File: config.mk
export PLATFORM = sky130hd
export DESIGN_NAME = fe_sym_encoder
export DESIGN_NICKNAME = d
export VERILOG_FILES = /design/src/rtl/fe_enc_pkg.sv /design/src/rtl/fe_nibble_mapper.sv /design/src/rtl/fe_frame_ctrl.sv /design/src/rtl/fe_sym_serializer.sv /design/src/rtl/fe_sym_encoder.sv
export SDC_FILE = /design/constraint.sdc
export NUM_CORES = 1
export LEC_CHECK = 0
export ABC_AREA = 0
export BUFFER_PORTS_ARGS = -buffer_cell sky130_fd_sc_hd__buf_2
export CAP_MARGIN = 10
export CELL_PAD_IN_SITES_DETAIL_PLACEMENT = 0
export CELL_PAD_IN_SITES_GLOBAL_PLACEMENT = 1
export CORE_MARGIN = 2
export CORE_UTILIZATION = 39
export CTS_CLUSTER_SIZE = 14
export DETAILED_ROUTE_END_ITERATION = 8
export GPL_TIMING_DRIVEN = 0
export PLACE_DENSITY_LB_ADDON = 0.05
export SLEW_MARGIN = 20
export SYNTH_ARGS = -nofsm -noshare
export SYNTH_HDL_FRONTEND = slang
export SYNTH_SLANG_ARGS = --single-unit
File: constraint.sdc
create_clock -name clk -period 2.6 [get_ports clk]
set_input_delay 0.52 -clock clk [delete_from_list [all_inputs] [get_ports clk]]
set_output_delay 0.52 -clock clk [all_outputs]
set_load 0.03 [all_outputs]
File: src/rtl/fe_enc_pkg.sv
package fe_enc_pkg;

  localparam logic [4:0] SYM_IDLE = 5'b11111;
  localparam logic [4:0] SYM_J    = 5'b11000;
  localparam logic [4:0] SYM_K    = 5'b10001;
  localparam logic [4:0] SYM_T    = 5'b01101;
  localparam logic [4:0] SYM_R    = 5'b00111;

  typedef enum logic [1:0] {
    FS_IDLE = 2'd0,
    FS_SSD2 = 2'd1,
    FS_DATA = 2'd2,
    FS_ESD2 = 2'd3
  } fs_t;

  // 4B/5B data code lookup
  function automatic logic [4:0] nib_to_code(input logic [3:0] n);
    logic [4:0] c;
    case (n)
      4'h0: c = 5'b11110;
      4'h1: c = 5'b01001;
      4'h2: c = 5'b10100;
      4'h3: c = 5'b10101;
      4'h4: c = 5'b01010;
      4'h5: c = 5'b01011;
      4'h6: c = 5'b01110;
      4'h7: c = 5'b01111;
      4'h8: c = 5'b10010;
      4'h9: c = 5'b10011;
      4'hA: c = 5'b10110;
      4'hB: c = 5'b10111;
      4'hC: c = 5'b11010;
      4'hD: c = 5'b11011;
      4'hE: c = 5'b11100;
      default: c = 5'b11101;
    endcase
    return c;
  endfunction

endpackage

File: src/rtl/fe_nibble_mapper.sv
module fe_nibble_mapper
  import fe_enc_pkg::*;
#(
  parameter int NIB_W = 4,
  parameter int SYM_W = 5
) (
  input  logic [NIB_W-1:0] nib,
  output logic [SYM_W-1:0] code
);
  always_comb begin
    code = nib_to_code(nib);
  end
endmodule

File: src/rtl/fe_frame_ctrl.sv
module fe_frame_ctrl
  import fe_enc_pkg::*;
#(
  parameter int SYM_W = 5
) (
  input  logic             clk,
  input  logic             rst_n,
  input  logic             load,
  input  logic             tx_en,
  input  logic [SYM_W-1:0] data_code,
  output logic [SYM_W-1:0] next_sym
);
  fs_t st, st_n;

  always_comb begin
    st_n     = st;
    next_sym = SYM_IDLE;
    case (st)
      FS_IDLE: begin
        next_sym = tx_en ? SYM_J : SYM_IDLE;
        st_n     = tx_en ? FS_SSD2 : FS_IDLE;
      end
      FS_SSD2: begin
        next_sym = SYM_K;
        st_n     = FS_DATA;
      end
      FS_DATA: begin
        next_sym = tx_en ? data_code : SYM_T;
        st_n     = tx_en ? FS_DATA : FS_ESD2;
      end
      default: begin
        next_sym = SYM_R;
        st_n     = FS_IDLE;
      end
    endcase
  end

  always_ff @(posedge clk) begin
    if (!rst_n) st <= FS_IDLE;
    else if (load) st <= st_n;
  end


  start_pair_chk: assert property (@(posedge clk) disable iff (!rst_n)
    (load && st == FS_IDLE && tx_en) |=> st == FS_SSD2);

  end_pair_chk: assert property (@(posedge clk) disable iff (!rst_n)
    (load && st == FS_DATA && !tx_en) |=> st == FS_ESD2);

  back_to_idle_chk: assert property (@(posedge clk) disable iff (!rst_n)
    (load && st == FS_ESD2) |=> st == FS_IDLE);
endmodule

File: src/rtl/fe_sym_serializer.sv
module fe_sym_serializer #(
  parameter int         SYM_W    = 5,
  parameter logic [4:0] IDLE_SYM = 5'b11111
) (
  input  logic             clk,
  input  logic             rst_n,
  input  logic [SYM_W-1:0] next_sym,
  output logic             load,
  output logic [SYM_W-1:0] sym_q,
  output logic             ser_bit
);
  localparam int PH_W = $clog2(SYM_W);
  localparam logic [PH_W-1:0] PH_LAST = PH_W'(SYM_W - 1);

  logic [PH_W-1:0]  ph;
  logic [SYM_W-1:0] shreg;

  assign load    = (ph == PH_LAST);
  assign ser_bit = shreg[SYM_W-1];

  always_ff @(posedge clk) begin
    if (!rst_n) begin
      ph    <= '0;
      sym_q <= SYM_W'(IDLE_SYM);
      shreg <= SYM_W'(IDLE_SYM);
    end else if (load) begin
      ph    <= '0;
      sym_q <= next_sym;
      shreg <= next_sym;
    end else begin
      ph    <= ph + 1'b1;
      shreg <= {shreg[SYM_W-2:0], 1'b0};
    end
  end


  strobe_single_chk: assert property (@(posedge clk) disable iff (!rst_n)
    load |=> !load);

  sym_hold_chk: assert property (@(posedge clk) disable iff (!rst_n)
    !load |=> $stable(sym_q));

  msb_first_chk: assert property (@(posedge clk) disable iff (!rst_n)
    load |=> ser_bit == sym_q[SYM_W-1]);
endmodule

File: src/rtl/fe_sym_encoder.sv
module fe_sym_encoder
  import fe_enc_pkg::*;
#(
  parameter int NIB_W = 4,
  parameter int SYM_W = 5
) (
  input  logic             clk,
  input  logic             rst_n,
  input  logic             tx_en,
  input  logic [NIB_W-1:0] txd,
  output logic             nib_strobe,
  output logic [SYM_W-1:0] sym_out,
  output logic             ser_bit
);
  logic [SYM_W-1:0] data_code;
  logic [SYM_W-1:0] next_sym;
  logic             load;

  fe_nibble_mapper #(.NIB_W(NIB_W), .SYM_W(SYM_W)) u_map (
    .nib  (txd),
    .code (data_code)
  );

  fe_frame_ctrl #(.SYM_W(SYM_W)) u_ctrl (
    .clk       (clk),
    .rst_n     (rst_n),
    .load      (load),
    .tx_en     (tx_en),
    .data_code (data_code),
    .next_sym  (next_sym)
  );

  fe_sym_serializer #(.SYM_W(SYM_W), .IDLE_SYM(SYM_IDLE)) u_ser (
    .clk      (clk),
    .rst_n    (rst_n),
    .next_sym (next_sym),
    .load     (load),
    .sym_q    (sym_out),
    .ser_bit  (ser_bit)
  );

  assign nib_strobe = load;


  code_weight_chk: assert property (@(posedge clk) disable iff (!rst_n)
    $countones(sym_out) >= 2);
endmodule

==> qor.yml <==
outcome: "finished, final reports clean"
ys_ff_latch: 15
endpoint_kind: "output port"
synth_flop_cell: "dfxtp_1"
nFillCells: 181
cts_root_buf: "clkbuf_4"
p_total_uw: 471
setup_ws_ns: 0.612
setup_tns_ns: 0
yosysTopAreaCell: "dfxtp_1"
wirelength_um: 1320
dp_cells: 116
htreeDepth: 1
fin_area_um2: 855
multi_input_area_um2: 397
finalCritPeriodShare_pct: 76.5
r2r_start: "u_ctrl.st[0]$_SDFFE_PN0P_"
die_area_um2: 2240
slew_violations: 0
synthArstFlopShare_pct: 0
cts_setup_buffers: 0
critPathSlowestCell: "dfxtp_1"
netlist_instances: 78
antenna_found_initial: 0
drv_cap: 0
layout-drive-gt1-share_pct: 26.3
cts.clk_slew.worst_paths_ns: 0.10
ys_top_cells_by_count: "dfxtp_1 (15), nor2_1 (9), nand2_1 (8)"
ys_types: 28
vias: 570
die_h_um: 47.3
synth_edf_count: 0
min_from: "u_ser.ph[0]$_SDFF_PP0_"
netlist_top_cells_area: "dfxtp_1 (41%), ha_1 (10%), nor2_1 (4.6%), nand2_1 (4.1%), a2111oi_4 (3.8%)"
regArea_um2: 300
hold_path_depth: 1
rsz0062_at_grt: "no"
p_sw_uw: 135
cts_tree: "done"
intPower_uw: 336
worstSetupStartpointType: "flop"
power_leakage_nw: 0.388
worstPathCellList: "inv_1 > ha_1 > nand2_1 > inv_2 > buf_2"
crit_path_max_incr_delay_ns: 0.36
power_density_nw_per_um2: 551
r2r_setup_slack_ns: 1.11
dpl_cell_area_um2: 827
first_pass_iters: 4
syn_avg_cell_area_um2: 9.37
fin_crit_ns: 1.99
min_to: "u_ser.ph[0]$_SDFF_PP0_"
skew_ns: 0.00656
vias_per_cell: 4.75
clkSinkCount: 15
max_freq_mhz: 503
clkPwrFrac_pct: 28.5
antenna_left: 0
yosysSeqAreaShare_pct: 41.1
cts_hold_buffers: 0
rr_endpoint: "u_ser.sym_q[4]$_SDFFE_PN1P_"
dp_slack_ns: 0.915
yosysMostFrequentCell: "dfxtp_1"
synth_nets: 91
ir_worst_vdd_uv: 276
antenna_cells: 0
crit_fanout: 9
p_comb_share_pct: 17.4
yosysTopAreaCellShare_pct: 41.1
core_um2: 1750
grt_pass1_vias: 472
grt_start_max_net_pins: 10
place.gp.congestion: 0.752
portBuffers: 13
start_util_pct: 41.9
p_seq_share_pct: 54.1
hold_path.class: "reg -> reg"
initialDrtViolationCount: 10
switching_share_pct: 28.6
hold_violations: 0
reg2reg_depth: 5
synth.cell_area_um2: 731
nets: 109
finalSetupViolCount: 0
worst-endpoint-arrival_ns: 1.47
die_w_um: 47.3
wl_per_cell_um: 11.0
cts_buffers: 3
finalNonFillerCells: 120
dpl.hpwl_um: 1010
crit_required_ns: 2.08
maxSlewHeadroom_pct: 73.8
num_rows: 15
clock_path_buffers: 2
worstSkewPairLatency_ns: 0.28
synth.yosys.warnings: 0
setup.worst_path.start: "u_ser.ph[0]$_SDFF_PP0_"
grt_usage_pct: 13.7
grt_pass1_wl_um: 2090
tightest_slew_ns: 0.387
syn_to_final_growth_pct: 17.0
grt-ovfl-total: 0
worstSetupPathType: "reg -> out"
drt_drc_violations_left: 0
ctsResizeCount: 0
num_io_pins: 14
==> critical path, delay by kind of cell (launching register included) <==
| kind | cells | cell delay (ns) |
|---|---|---|
| buffers and inverters | 3 | 0.32 |
| flip-flops | 1 | 0.36 |
| adder cells (fa/ha/maj) | 1 | 0.21 |
| AND/OR/NAND/NOR | 1 | 0.28 |
==> cell type report <==
cell class | instances | area share [%]
Clock inverter | 1 | 0.586
Tap cell | 25 | 3.66
Buffer | 1 | 1.32
Multi-Input combinational cell | 56 | 46.4
Clock buffer | 3 | 2.64
Timing Repair Buffer | 13 | 7.61
Sequential cell | 15 | 35.1
Inverter | 6 | 2.64
==> cells in the final DEF (no fill, tap or decap), types with 2 or more instances in the layout <==
cell type   n
dfxtp_1    15
buf_2      13
nor2_1      9
nand2_1     8
ha_1        6
inv_1       5
a21oi_1     5
nand3_1     3
clkbuf_4    3
nor2b_1     2
nor3_1      2
o31ai_1     2
o211ai_1    2
nand2b_2    2
o311ai_1    2
==> state kept, by name, indices dropped and copies added, names as in the netlist <==
signal and count:
u_ctrl.st 2, u_ser.shreg 5, u_ser.sym_q 5, u_ser.ph 3
==> routing by layer <==
metal	GRT usage (%)	routed length [µm]	part of all wire (%)
met4	8.33	15	1.1
met5	0	0	0
met1	18.8	670	51
met3	4.62	71	5.4
met2	18.4	562	43
==> power groups by stage <==
stage	clock, mW	combinational [mW]	sequential (mW)
2_1_floorplan	0	0.0477	0.270
3_3_place_gp	0	0.0822	0.260
3_5_place_dp	0	0.0826	0.260
4_1_cts	0.142	0.0828	0.255
5_1_grt	0.152	0.0907	0.257
6_report	0.134	0.0818	0.255
==> logic make-up (layout without fill, tap and decap cells) <==
group | after synthesis | count (layout) | synth area share, %
buffers and inverters | 7 | 24 | 4.62
muxes | 1 | 1 | 1.37
xor gates and xnor gates | 1 | 1 | 1.20
AOI/OAI and AO/OA | 18 | 18 | 20.7
DFF | 15 | 15 | 41.1
and+or+nand+nor | 30 | 30 | 20.7
adders and majority gates | 6 | 6 | 10.3
==> how the worst max path moves through the flow <==
stage	to	slack, ns	cells past startpoint
finish	nib_strobe	0.61	5
global route	nib_strobe	0.48	5
CTS	nib_strobe	0.58	5
detailed placement	nib_strobe	0.91	5
global placement	nib_strobe	0.90	5
floorplan	nib_strobe	1.16	4
==> per-stage QoR <==
step	hold slack [ns]	utilization, %
final	0.455	49.0
after global routing	0.498	49.0
after detailed placement	0.441	47.4
after CTS	0.457	49.0
after floorplan	0.416	-
after global placement	0.433	47.4
No activity file was read; power rests on OpenSTA's default activity.
